<file path="config.mk">
export PLATFORM = sky130hd
export DESIGN_NAME = atn_irq_ctrl
export DESIGN_NICKNAME = d
export VERILOG_FILES = /design/src/rtl/atn_irq_pkg.sv /design/src/rtl/atn_sms_flag.sv /design/src/rtl/atn_mask_next.sv /design/src/rtl/atn_mask_regs.sv /design/src/rtl/atn_irq_ctrl.sv
export SDC_FILE = /design/constraint.sdc
export NUM_CORES = 1
export LEC_CHECK = 0
export CORE_AREA = 2 2 39 41
export CTS_CLUSTER_DIAMETER = 30
export DETAILED_ROUTE_END_ITERATION = 10
export DIE_AREA = 0 0 41 43
export PLACE_DENSITY = 0.57
export SLEW_MARGIN = 25
export SYNTH_ARGS = -nofsm -noshare
export SYNTH_HDL_FRONTEND = slang
export SYNTH_SLANG_ARGS = --single-unit
</file>
<file path="constraint.sdc">
create_clock -name clk -period 1.61 [get_ports clk]
set_clock_uncertainty 0.15 [all_clocks]
set_input_delay 0.322 -clock clk [delete_from_list [all_inputs] [get_ports clk]]
set_output_delay 0.322 -clock clk [all_outputs]
set_load 0.01 [all_outputs]
</file>
<file path="src/rtl/atn_irq_pkg.sv">
package atn_irq_pkg;
  localparam int unsigned EN_BIT   = 0;
  localparam int unsigned PEND_BIT = 1;
  localparam int unsigned LIVE_W   = 2;

  typedef struct packed {
    logic pend;
    logic en;
  } mask_t;
endpackage

</file>
<file path="src/rtl/atn_sms_flag.sv">
module atn_sms_flag (
  input  logic clk,
  input  logic rst_n,
  input  logic req_i,
  input  logic val_i,
  output logic flag_o,
  output logic set_o,
  output logic clr_o
);
  logic flag_q;
  logic flag_d;
  logic chg;

  always_comb begin
    chg    = req_i && (val_i != flag_q);
    flag_d = chg ? val_i : flag_q;
  end

  always_ff @(posedge clk or negedge rst_n) begin
    if (!rst_n) begin
      flag_q <= 1'b0;
    end else if (chg) begin
      flag_q <= flag_d;
    end
  end

  assign flag_o = flag_q;
  assign set_o  = chg && val_i;
  assign clr_o  = chg && !val_i;
endmodule

</file>
<file path="src/rtl/atn_mask_next.sv">
module atn_mask_next
  import atn_irq_pkg::*;
(
  input  mask_t cur_i,
  input  logic  wr_i,
  input  logic  wr_en_bit_i,
  input  logic  wr_ack_bit_i,
  input  logic  resp_atn_i,
  input  logic  sms_atn_i,
  input  logic  rsp_evt_i,
  input  logic  sms_set_i,
  input  logic  sms_irq_i,
  input  logic  sms_clr_i,
  input  logic  glb_en_i,
  input  logic  present_i,
  input  logic  cold_i,
  output mask_t nxt_o,
  output logic  upd_o
);
  logic  line_ok;
  mask_t m;

  always_comb begin
    line_ok = present_i && glb_en_i;
    m       = cur_i;
    // step 1: host write, enable change first, then acknowledge
    if (wr_i) begin
      if (wr_en_bit_i != m.en) begin
        if (wr_en_bit_i) begin
          if (resp_atn_i || sms_atn_i) begin
            m.pend = 1'b1;
          end
          m.en = 1'b1;
        end else begin
          m.pend = 1'b0;
          m.en   = 1'b0;
        end
      end
      if (wr_ack_bit_i && m.pend) begin
        m.pend = 1'b0;
      end
    end
    // step 2: response ready
    if (rsp_evt_i && line_ok && m.en && !m.pend) begin
      m.pend = 1'b1;
    end
    // step 3: SMS attention change
    if (sms_set_i && sms_irq_i && line_ok && !resp_atn_i && m.en) begin
      m.pend = 1'b1;
    end
    if (sms_clr_i && !resp_atn_i && m.pend) begin
      m.pend = 1'b0;
    end
    // cold reset overrides everything
    if (cold_i) begin
      m = '0;
    end
    nxt_o = m;
    upd_o = (m != cur_i);
  end
endmodule

</file>
<file path="src/rtl/atn_mask_regs.sv">
module atn_mask_regs
  import atn_irq_pkg::*;
#(
  parameter int unsigned DATA_W = 8
) (
  input  logic              clk,
  input  logic              rst_n,
  input  logic              upd_i,
  input  mask_t             nxt_i,
  output mask_t             cur_o,
  output logic              irq_o,
  output logic [DATA_W-1:0] rdata_o
);
  mask_t mask_q;

  always_ff @(posedge clk or negedge rst_n) begin
    if (!rst_n) begin
      mask_q <= '0;
    end else if (upd_i) begin
      mask_q <= nxt_i;
    end
  end

  always_comb begin
    rdata_o           = '0;
    rdata_o[EN_BIT]   = mask_q.en;
    rdata_o[PEND_BIT] = mask_q.pend;
  end

  assign cur_o = mask_q;
  assign irq_o = mask_q.pend;
endmodule

</file>
<file path="src/rtl/atn_irq_ctrl.sv">
module atn_irq_ctrl
  import atn_irq_pkg::*;
#(
  parameter int unsigned DATA_W = 8
) (
  input  logic              clk,
  input  logic              rst_n,
  input  logic              resp_atn_i,
  input  logic              rsp_ready_i,
  input  logic              sms_req_i,
  input  logic              sms_val_i,
  input  logic              sms_irq_i,
  input  logic              glb_irq_en_i,
  input  logic              irq_present_i,
  input  logic              mask_wr_i,
  input  logic [DATA_W-1:0] mask_wdata_i,
  input  logic              rst_evt_i,
  input  logic              rst_cold_i,
  output logic              irq_o,
  output logic [DATA_W-1:0] mask_rdata_o,
  output logic              sms_atn_o
);
  logic  sms_flag;
  logic  sms_set;
  logic  sms_clr;
  logic  cold;
  logic  upd;
  mask_t cur;
  mask_t nxt;

  assign cold = rst_evt_i && rst_cold_i;

  generate
    if (DATA_W > LIVE_W) begin : g_spare
      logic unused_wbits;
      assign unused_wbits = ^mask_wdata_i[DATA_W-1:LIVE_W];
    end
  endgenerate

  atn_sms_flag u_sms (
    .clk    (clk),
    .rst_n  (rst_n),
    .req_i  (sms_req_i),
    .val_i  (sms_val_i),
    .flag_o (sms_flag),
    .set_o  (sms_set),
    .clr_o  (sms_clr)
  );

  atn_mask_next u_next (
    .cur_i        (cur),
    .wr_i         (mask_wr_i),
    .wr_en_bit_i  (mask_wdata_i[EN_BIT]),
    .wr_ack_bit_i (mask_wdata_i[PEND_BIT]),
    .resp_atn_i   (resp_atn_i),
    .sms_atn_i    (sms_flag),
    .rsp_evt_i    (rsp_ready_i),
    .sms_set_i    (sms_set),
    .sms_irq_i    (sms_irq_i),
    .sms_clr_i    (sms_clr),
    .glb_en_i     (glb_irq_en_i),
    .present_i    (irq_present_i),
    .cold_i       (cold),
    .nxt_o        (nxt),
    .upd_o        (upd)
  );

  atn_mask_regs #(.DATA_W(DATA_W)) u_regs (
    .clk     (clk),
    .rst_n   (rst_n),
    .upd_i   (upd),
    .nxt_i   (nxt),
    .cur_o   (cur),
    .irq_o   (irq_o),
    .rdata_o (mask_rdata_o)
  );

  assign sms_atn_o = sms_flag;
endmodule

</file>
==> results.py, run 1 <==
metrics = {
    "outcome": {
        "run_status": "complete, no violations",
    },
    "setup_path": {
        "reg2regPathDepth": 4,
        "timing.critical_path.to_type": "output port",
        "critical-path-max-stage-delay_ps": 390,
        "cp_data_required_time_ps": 1140,
        "critical_path_peak_fanout": 4,
        "worst-setup-path-type": "reg -> out",
        "cp_num_buf_inv": 1,
        "worst_path_dominant_cell_family": "flip-flops",
        "r2r_end": "u_regs.irq_o",
        "crit_chain": "dlygate4sd2_1",
        "critical_path_arrival_ps": 910,
        "cp_startpoint_kind": "flip-flop",
        "r2r_setup_slack_ps": 300,
        "timing.rr.start": "u_sms.flag_o",
        "timing.critical_path.slowest_stage_cell": "dfrtp_1",
    },
    "power": {
        "static-leakage-power_nw": 0.215,
        "p_int_mw": 0.236,
        "comb_power_share": 0.293,
        "netSwitchingFraction": 0.260,
        "worst_ir_drop_vdd_uv": 535,
        "p_per_area_mw_per_mm2": 709,
        "p_switching_mw": 0.0829,
        "seq_power_share": 0.279,
        "clock_group_share_of_total_power": 0.428,
    },
    "global_route": {
        "grt_util_all_layers": 0.0894,
        "grt_start_max_net_pins": 5,
        "globalRoute.totalOverflow": 0,
        "grt_pass1_vias": 243,
        "grt_pass1_wl_um": 986,
        "antenna_found_initial": 0,
    },
    "timing": {
        "fin_tns_setup_ps": 0,
        "final_slew_violations": 0,
        "hold_ws_ps": 115,
        "max_freq_ghz": 0.721,
        "grt_setup_unrepaired": "false",
        "final_min_period_over_clock_period": 0.861,
        "layout_min_cycle_time_ps": 1390,
        "timing.final.setup_violations": 0,
        "finalHoldViolCount": 0,
    },
    "die": {
        "top_level_ports": 30,
        "die-height_um": 43,
        "die_footprint_mm2": 0.00176,
        "fp.coreArea_mm2": 0.00138,
        "rows": 14,
        "die_width_um": 41,
        "floorplan.initialDensity": 0.177,
    },
    "placement": {
        "placed_cells": 59,
        "buffer_ports.inserted": 17,
        "place.detailed.hpwl_um": 440,
        "globalplace.congestion": 0.638,
    },
    "final_layout": {
        "most_common_cell_after_layout_fill_and_taps_aside": "clkdlybuf4s50_1",
        "syn_to_final_growth_pct": 83.2,
        "finish.net_count": 68,
        "final_cell_mix": "13 x clkdlybuf4s50_1, 6 x conb_1",
        "final_util": 0.325,
        "post_route_cells_drive_above_1_share": 0.191,
        "nFillCells": 154,
        "finalNonFillerCells": 63,
        "antenna-diode-count": 0,
    },
    "cts": {
        "cts_tree": "yes",
        "cts.htree.levels": 1,
        "clock_latency_of_the_later_clocked_register_in_the_worst_skew_pair_ps": 240,
        "cts_sinks": 3,
        "cts.root.buffer_cell": "clkbuf_4",
        "post_cts_buffers": 0,
        "max-clock-path-buffers": 2,
        "clk_transition_reported_paths_ps": 40,
        "numCtsBuffers": 3,
    },
    "drt": {
        "detail_route.wirelength_um": 572,
        "ant_nets": 0,
        "dr_total_vias": 243,
        "initialDrtViolationCount": 0,
        "router_iterations_before_antenna_repair": 1,
        "detail_route.vias_per_cell": 3.86,
        "drc": 0,
        "detail_route.wl_per_cell_um": 9.08,
    },
    "job": {
        "cap_violations": 0,
    },
    "synth": {
        "syn_avg_cell_area_um2": 9.81,
        "synth.yosys.seq_area_share": 0.306,
        "synthCells": 25,
        "synthesis.area_um2": 245,
        "yosysUniqueCellTypes": 16,
        "synthesis.yosys.warnings": 0,
        "synth_register_bits": 3,
    },
    "worst_hold_path": {
        "timing.hold.worst.class": "in -> async",
    },
}
[registers in the layout (all words and copies together) (netlist names)]
register	cells
u_regs.irq_o	1
u_sms.flag_o	1
u_regs.cur_o	1
[cells by family after synthesis]
kind of cell	count (synthesis)	synth area share
compound gates	7	0.189
buf+inv	7	0.214
simple gates	5	0.168
flops	3	0.306
mux	2	0.107
other cells	1	0.0153
[through the flow]
step                      total power, mW  area (um^2)  setup WS (ps)
after CTS                           0.326          447           11.0
final                               0.319          449            224
after global routing                0.342          449            141
after global placement              0.190          424          -15.2
after detailed placement            0.190          424          -10.7
after floorplan                     0.137          264            442
[worst max path at each step]
stage | end | from | slack, ps | depth (start not counted)
after detailed placement | u_regs.irq_o | sms_val_i | -10 | 5
after CTS | sms_atn_o | u_sms.flag_o | 10 | 1
final | mask_rdata_o[0] | u_regs.cur_o[0] | 220 | 1
after floorplan | u_regs.irq_o | u_sms.flag_o | 440 | 3
after global placement | u_regs.irq_o | sms_val_i | -20 | 5
after global routing | u_regs.irq_o | sms_val_i | 140 | 5
[final cells by class]
cell class / count / area [um^2] / area share
well taps: 16 / 20.0 / 0.0446
flip-flops and latches: 3 / 75.1 / 0.167
multi-input cells: 20 / 136 / 0.304
repair buffers: 20 / 191 / 0.426
clock buffers: 4 / 26.3 / 0.0585
[power groups by stage]
| stage | clock (mW) | sequential [mW] | combinational [mW] |
|---|---|---|---|
| detailed placement | 0 | 0.0900 | 0.100 |
| CTS | 0.141 | 0.0890 | 0.0953 |
| finish | 0.136 | 0.0888 | 0.0934 |
| floorplan | 0 | 0.0950 | 0.0418 |
| global route | 0.148 | 0.0904 | 0.104 |
| global placement | 0 | 0.0901 | 0.100 |
[timing repair]
action	4_1_cts	5_1_grt
hold buffers	0	0
setup endpoints to repair	3	1
gates resized for setup	3	1
gates cloned	0	0
[synth_stat cells, drive strengths merged]
cell type  count  area [um^2]
a21boi         1         7.51
a21o           1         7.51
a21oi          1         5.00
and4bb         1         12.5
buf            7         52.6
conb           1         3.75
dfrtp          3         75.1
mux2           2         26.3
nand2          1         3.75
nor2           1         3.75
nor2b          1         6.26
nor4b          1         15.0
o2111ai        1         8.76
o211ai         1         7.51
o21ai          2         10.0
[metal layers]
metal	share of wire	GRT usage	up-vias
met1	0.41	0.0932	104
li1	-	-	120
met4	0	0.0400	0
met2	0.42	0.119	19
met5	0	0	-
met3	0.17	0.0838	0
(Power assumes the default switching activity.)
==> run 2: changes to the inputs <==
--- a/config.mk
+++ b/config.mk
@@ -9,6 +9,7 @@
 export CTS_CLUSTER_DIAMETER = 30
 export DETAILED_ROUTE_END_ITERATION = 10
 export DIE_AREA = 0 0 41 43
+export GPL_TIMING_DRIVEN = 0
 export PLACE_DENSITY = 0.57
 export SLEW_MARGIN = 25
 export SYNTH_ARGS = -nofsm -noshare
==> constraint.sdc (replaced) <==
create_clock -name clk -period 1.8 [get_ports clk]
set_clock_uncertainty 0.15 [all_clocks]
set_input_delay 0.36 -clock clk [delete_from_list [all_inputs] [get_ports clk]]
set_output_delay 0.36 -clock clk [all_outputs]
set_load 0.01 [all_outputs]
==> run 2 against run 1 <==
Clock power down 12%. Core utilization up 2.4 points. Critical endpoint is now mask_rdata_o[1]. Hold slack better by 43 ps. Worst setup slack worse by 130 ps. Routed wire length down 2.4%. Via count up 1.2%. Critical path type unchanged. Sequential share of layout area down 0.87 points. Sequential power down 7.4%. Final area up 7.2%. Die area unchanged. Largest power group unchanged. Power down 7.2%.
==> results.py, run 2 (synthesis gave the netlist of run 1 again) <==
metrics = {
    "placement": {
        "placed_cells": 63,
        "worst_setup_slack_after_placement_ps": 115,
        "dpl-instance-area_um2": 454,
        "buffer_ports.inserted": 17,
        "globalplace.congestion": 0.653,
    },
    "final_layout": {
        "post_route_cells_drive_above_1_share": 0.275,
        "nFillCells": 152,
        "multi_input_comb_area_um2": 136,
        "final-seq-area_um2": 76.3,
        "most_common_cell_after_layout_fill_and_taps_aside": "clkdlybuf4s50_1",
        "final_cell_mix": "17 x clkdlybuf4s50_1, 7 x buf_4, 6 x conb_1",
        "syn_to_final_growth_pct": 96.4,
        "finalNonFillerCells": 67,
        "finish.net_count": 72,
        "finalInstanceArea_um2": 482,
        "antenna-diode-count": 0,
    },
    "die": {
        "die_footprint_mm2": 0.00176,
        "fp.coreArea_mm2": 0.00138,
        "top_level_ports": 30,
        "floorplan.initialDensity": 0.177,
        "die_width_um": 41,
        "die-height_um": 43,
        "rows": 14,
    },
    "timing": {
        "final_slew_violations": 0,
        "finalHoldViolCount": 0,
        "timing.final.setup_violations": 0,
        "layout_min_cycle_time_ps": 1710,
        "grt_setup_unrepaired": "false",
        "final_min_period_over_clock_period": 0.951,
        "fin_tns_setup_ps": 0,
        "max_freq_ghz": 0.584,
        "setup_slack_ps": 88.9,
    },
    "global_route": {
        "grt_start_max_net_pins": 6,
        "globalRoute.totalOverflow": 0,
        "grt_util_all_layers": 0.0814,
        "antenna_found_initial": 0,
        "grt_pass1_vias": 248,
        "grt_pass1_wl_um": 924,
    },
    "power": {
        "worst_ir_drop_vdd_uv": 300,
        "static-leakage-power_nw": 0.218,
        "p_per_area_mw_per_mm2": 614,
        "post-layout-total-power_mw": 0.296,
    },
    "setup_path": {
        "cp_startpoint_kind": "flip-flop",
        "cp_data_required_time_ps": 1290,
        "timing.critical_path.to_type": "output port",
        "crit_start": "u_regs.irq_o",
        "worst-setup-path-type": "reg -> out",
        "timing.rr.start": "u_sms.flag_o",
        "critical_path_peak_fanout": 3,
        "r2r_setup_slack_ps": 530,
        "reg2regPathDepth": 3,
        "critical_path_arrival_ps": 1200,
    },
    "cts": {
        "cts_sinks": 3,
        "cts.htree.levels": 1,
        "cts_tree": "yes",
        "cts.root.buffer_cell": "clkbuf_4",
        "max-clock-path-buffers": 2,
        "cts.hold.buffers_added": 0,
        "numCtsBuffers": 3,
        "clk_transition_reported_paths_ps": 40,
        "clock_latency_of_the_later_clocked_register_in_the_worst_skew_pair_ps": 230,
    },
    "drt": {
        "ant_nets": 0,
        "detail_route.wl_per_cell_um": 8.33,
        "detail_route.wirelength_um": 558,
        "initialDrtViolationCount": 0,
        "detail_route.vias_per_cell": 3.67,
        "router_iterations_before_antenna_repair": 1,
        "drc": 0,
        "dr_total_vias": 246,
    },
    "worst_hold_path": {
        "timing.hold.worst.class": "in -> async",
    },
    "job": {
        "cap_violations": 0,
    },
    "outcome": {
        "run_status": "complete, no violations",
    },
}
-- run 2: changes by cell type in the layout (fill, tap and decap cells not counted) --
cell / previous run / this run
buf_4: 3 / 7
clkdlybuf4s50_1: 13 / 17
dfrtp_1: 3 / 2
dlymetal6s2s_1: 1 / 0
dlygate4sd2_1: 3 / 0
dfrtp_2: 0 / 1
-- run 2: layer usage --
layer | vias to the layer above | global-route usage | routed length (um)
li1 | 129 | - | -
met1 | 101 | 0.0871 | 231
met2 | 16 | 0.122 | 248
met3 | 0 | 0.0471 | 78
met4 | 0 | 0.0400 | 0
met5 | - | 0 | 0
-- run 2: where the power goes --
part / switching, mW / total, mW / leakage (nW) / internal [mW]
Sequential: 0.00693 / 0.0822 / 0.0366 / 0.0753
Clock: 0.0357 / 0.119 / 0.0150 / 0.0831
Combinational: 0.0301 / 0.0945 / 0.167 / 0.0644
Total: 0.0727 / 0.296 / 0.218 / 0.223
-- run 2: layout make-up --
type                       instances  area share
tap                               16      0.0416
sequential                         3       0.158
timing repair buffer              17       0.353
clock buffer                       4      0.0545
multi-input combinational         20       0.283
buffer                             7       0.109
-- run 2: path summary, 6_finish.rpt --
| check | to |
|---|---|
| setup / recovery | mask_rdata_o[1] |
| max in group asynchronous | u_sms.flag_o |
| hold / removal | u_regs.irq_o |
| min in group clk | u_sms.flag_o |
| hold reg to reg | u_sms.flag_o |
| setup reg to reg | u_regs.irq_o |
-- run 2: critical path, cell delays in order (launching register included) --
cell,delay (ps)
dfrtp_1,350
buf_4,110
clkdlybuf4s50_1,520
-- run 2: what timing repair did --
| action | 4_1_cts | 5_1_grt |
|---|---|---|
| setup endpoints to repair | 0 | 1 |
| resized for setup | 0 | 1 |
| setup buffers | 0 | 0 |
-- run 2: per-stage QoR --
| stage | hold WS [ps] | utilization |
|---|---|---|
| 3_5_place_dp | 402 | 0.328 |
| 3_3_place_gp | 402 | 0.328 |
| 6_report | 158 | 0.348 |
| 5_1_grt | 162 | 0.348 |
| 4_1_cts | 149 | 0.347 |
| 2_1_floorplan | -85.6 | - |
==> run 3: changes to the inputs <==
--- a/config.mk
+++ b/config.mk
@@ -6,12 +6,15 @@
 export NUM_CORES = 1
 export LEC_CHECK = 0
 export CORE_AREA = 2 2 39 41
+export CTS_BUF_LIST = sky130_fd_sc_hd__clkbuf_16
 export CTS_CLUSTER_DIAMETER = 30
 export DETAILED_ROUTE_END_ITERATION = 10
 export DIE_AREA = 0 0 41 43
 export GPL_TIMING_DRIVEN = 0
 export PLACE_DENSITY = 0.57
+export REMOVE_ABC_BUFFERS = 1
 export SLEW_MARGIN = 25
 export SYNTH_ARGS = -nofsm -noshare
 export SYNTH_HDL_FRONTEND = slang
 export SYNTH_SLANG_ARGS = --single-unit
+export TNS_END_PERCENT = 30
==> run 3 against run 2 <==
Die area did not move. First-iteration DRC count did not move. Sequential share of layout area fell by 0.22 points. Core utilization fell by 0.090 points. Worst setup slack improved by 17 ps. Global-route usage fell by 0.092 points. Clock-buffer cell count fell by 1. Final cell count fell by 10%. Flip-flop and latch count did not move. Clock power rose to 2.9 times the previous value. Combinational power fell by 14%. Critical endpoint is now sms_atn_o. Largest power group unchanged. Highest routed layer is now met4.
==> results.py, run 3 (synthesis gave the netlist of run 1 again) <==
metrics = {
    "drt": {
        "router_iterations_before_antenna_repair": 1,
        "detail_route.wirelength_um": 564,
        "detail_route.wl_per_cell_um": 9.40,
        "wl_met1_um": 206,
        "drc": 0,
        "ant_nets": 0,
        "detail_route.vias_per_cell": 3.77,
        "metal3_wl_um": 58,
        "dr_total_vias": 226,
        "met2WireLength_um": 284,
        "initialDrtViolationCount": 0,
        "top_signal_layer_used": "met4",
    },
    "cts": {
        "post_cts_buffers": 0,
        "cts.htree.levels": 1,
        "clk_transition_reported_paths_ps": 30,
        "cts_tree": "yes",
        "clock_latency_of_the_later_clocked_register_in_the_worst_skew_pair_ps": 220,
        "cts.hold.buffers_added": 0,
        "cts_resized": 0,
        "max-clock-path-buffers": 2,
        "cts_sinks": 3,
        "numCtsBuffers": 3,
        "cts.root.buffer_cell": "clkbuf_16",
    },
    "final_layout": {
        "finish.net_count": 65,
        "most_common_cell_after_layout_fill_and_taps_aside": "clkdlybuf4s50_1",
        "final_util": 0.347,
        "post_route_cells_drive_above_1_share": 0.136,
        "syn_to_final_growth_pct": 95.9,
        "final_cell_mix": "17 x clkdlybuf4s50_1, 6 x conb_1, 3 x clkbuf_16, 3 x dfrtp_1, 2 x o21ai_0",
        "antenna-diode-count": 0,
    },
    "power": {
        "p_per_area_mw_per_mm2": 1060,
        "static-leakage-power_nw": 0.209,
        "worst_ir_drop_vdd_uv": 425,
    },
    "setup_path": {
        "cp_startpoint_kind": "flip-flop",
        "crit_path_end": "sms_atn_o",
        "timing.critical_path.to_type": "output port",
        "crit_cells": 1,
        "crit_start": "u_sms.flag_o",
        "cp_num_buf_inv": 1,
        "timing.rr.start": "u_sms.flag_o",
        "worst-setup-path-type": "reg -> out",
        "reg2regPathDepth": 3,
        "timing.critical_path.slowest_stage_cell": "clkdlybuf4s50_1",
        "worst_path_dominant_cell_family": "buffers and inverters",
        "crit_chain": "clkdlybuf4s50_1",
        "r2r_end": "u_regs.irq_o",
        "cp_data_required_time_ps": 1290,
        "critical-path-max-stage-delay_ps": 560,
        "r2r_setup_slack_ps": 570,
        "critical_path_arrival_ps": 1180,
        "critical_path_peak_fanout": 5,
    },
    "global_route": {
        "grt_util_all_layers": 0.0805,
        "grt_pass1_wl_um": 834,
        "globalRoute.totalOverflow": 0,
        "grt_start_max_net_pins": 6,
        "antenna_found_initial": 0,
        "grt_pass1_vias": 213,
    },
    "outcome": {
        "run_status": "complete, no violations",
    },
    "timing": {
        "final_min_period_over_clock_period": 0.941,
        "hold_ws_ps": 174,
        "grt_setup_unrepaired": "false",
        "layout_min_cycle_time_ps": 1690,
        "final_slew_violations": 0,
        "finalHoldViolCount": 0,
        "timing.final.setup_violations": 0,
        "max_freq_ghz": 0.590,
        "fin_tns_setup_ps": 0,
    },
    "die": {
        "die-height_um": 43,
        "fp.coreArea_mm2": 0.00138,
        "floorplan.initialDensity": 0.177,
        "die_footprint_mm2": 0.00176,
        "rows": 14,
        "top_level_ports": 30,
        "die_width_um": 41,
    },
    "worst_hold_path": {
        "timing.hold.worst.class": "in -> async",
    },
    "job": {
        "cap_violations": 0,
    },
    "placement": {
        "buffer_ports.inserted": 17,
        "globalplace.congestion": 0.613,
        "place.detailed.hpwl_um": 467,
    },
}
## run 3: changes by cell type in the layout (fill, tap and decap cells not counted)
cell / change
buf_4: -7
clkbuf_1: -1
clkbuf_16: +3
clkbuf_4: -3
dfrtp_1: +1
dfrtp_2: -1
inv_1: +1
## run 3: worst min path at each step
stage / start / to / slack, ps / depth (start not counted)
6_report: rst_n / u_regs.cur_o[0] / 170 / 1
5_1_grt: rst_n / u_regs.cur_o[0] / 180 / 1
4_1_cts: rst_n / u_regs.cur_o[0] / 170 / 1
3_5_place_dp: rst_n / u_sms.flag_o / 410 / 1
3_3_place_gp: rst_n / u_sms.flag_o / 400 / 1
2_1_floorplan: rst_n / u_regs.cur_o[0] / -90 / 0
## run 3: area by class of cell
| class | instances | area, um^2 |
|---|---|---|
| timing repair buffer | 17 | 170 |
| sequential | 3 | 75.1 |
| tap | 16 | 20.0 |
| multi-input combinational | 20 | 136 |
| fill | 149 | 903 |
| clock buffer | 3 | 75.1 |
| clock inverter | 1 | 3.75 |
## run 3: power breakdown
group,switching (mW),internal (mW)
Sequential,0.00664,0.0749
Clock,0.0600,0.286
Combinational,0.0284,0.0531
Total,0.0950,0.414
## run 3: layer usage
metal / vias to the layer above / global-route usage
li1: 116 / -
met1: 96 / 0.0615
met2: 12 / 0.125
met3: 2 / 0.0628
met4: 0 / 0.0600
met5: - / 0
## run 3: stage by stage
| step | setup slack [ps] | cells | area [um^2] | power [mW] |
|---|---|---|---|---|
| 3_5_place_dp | 105 | 56 | 402 | 0.165 |
| 4_1_cts | 95.2 | 60 | 480 | 0.516 |
| 2_1_floorplan | 632 | 23 | 211 | 0.109 |
| 5_1_grt | 59.4 | 60 | 480 | 0.534 |
| 3_3_place_gp | 104 | 56 | 402 | 0.164 |
| 6_report | 106 | 60 | 480 | 0.509 |
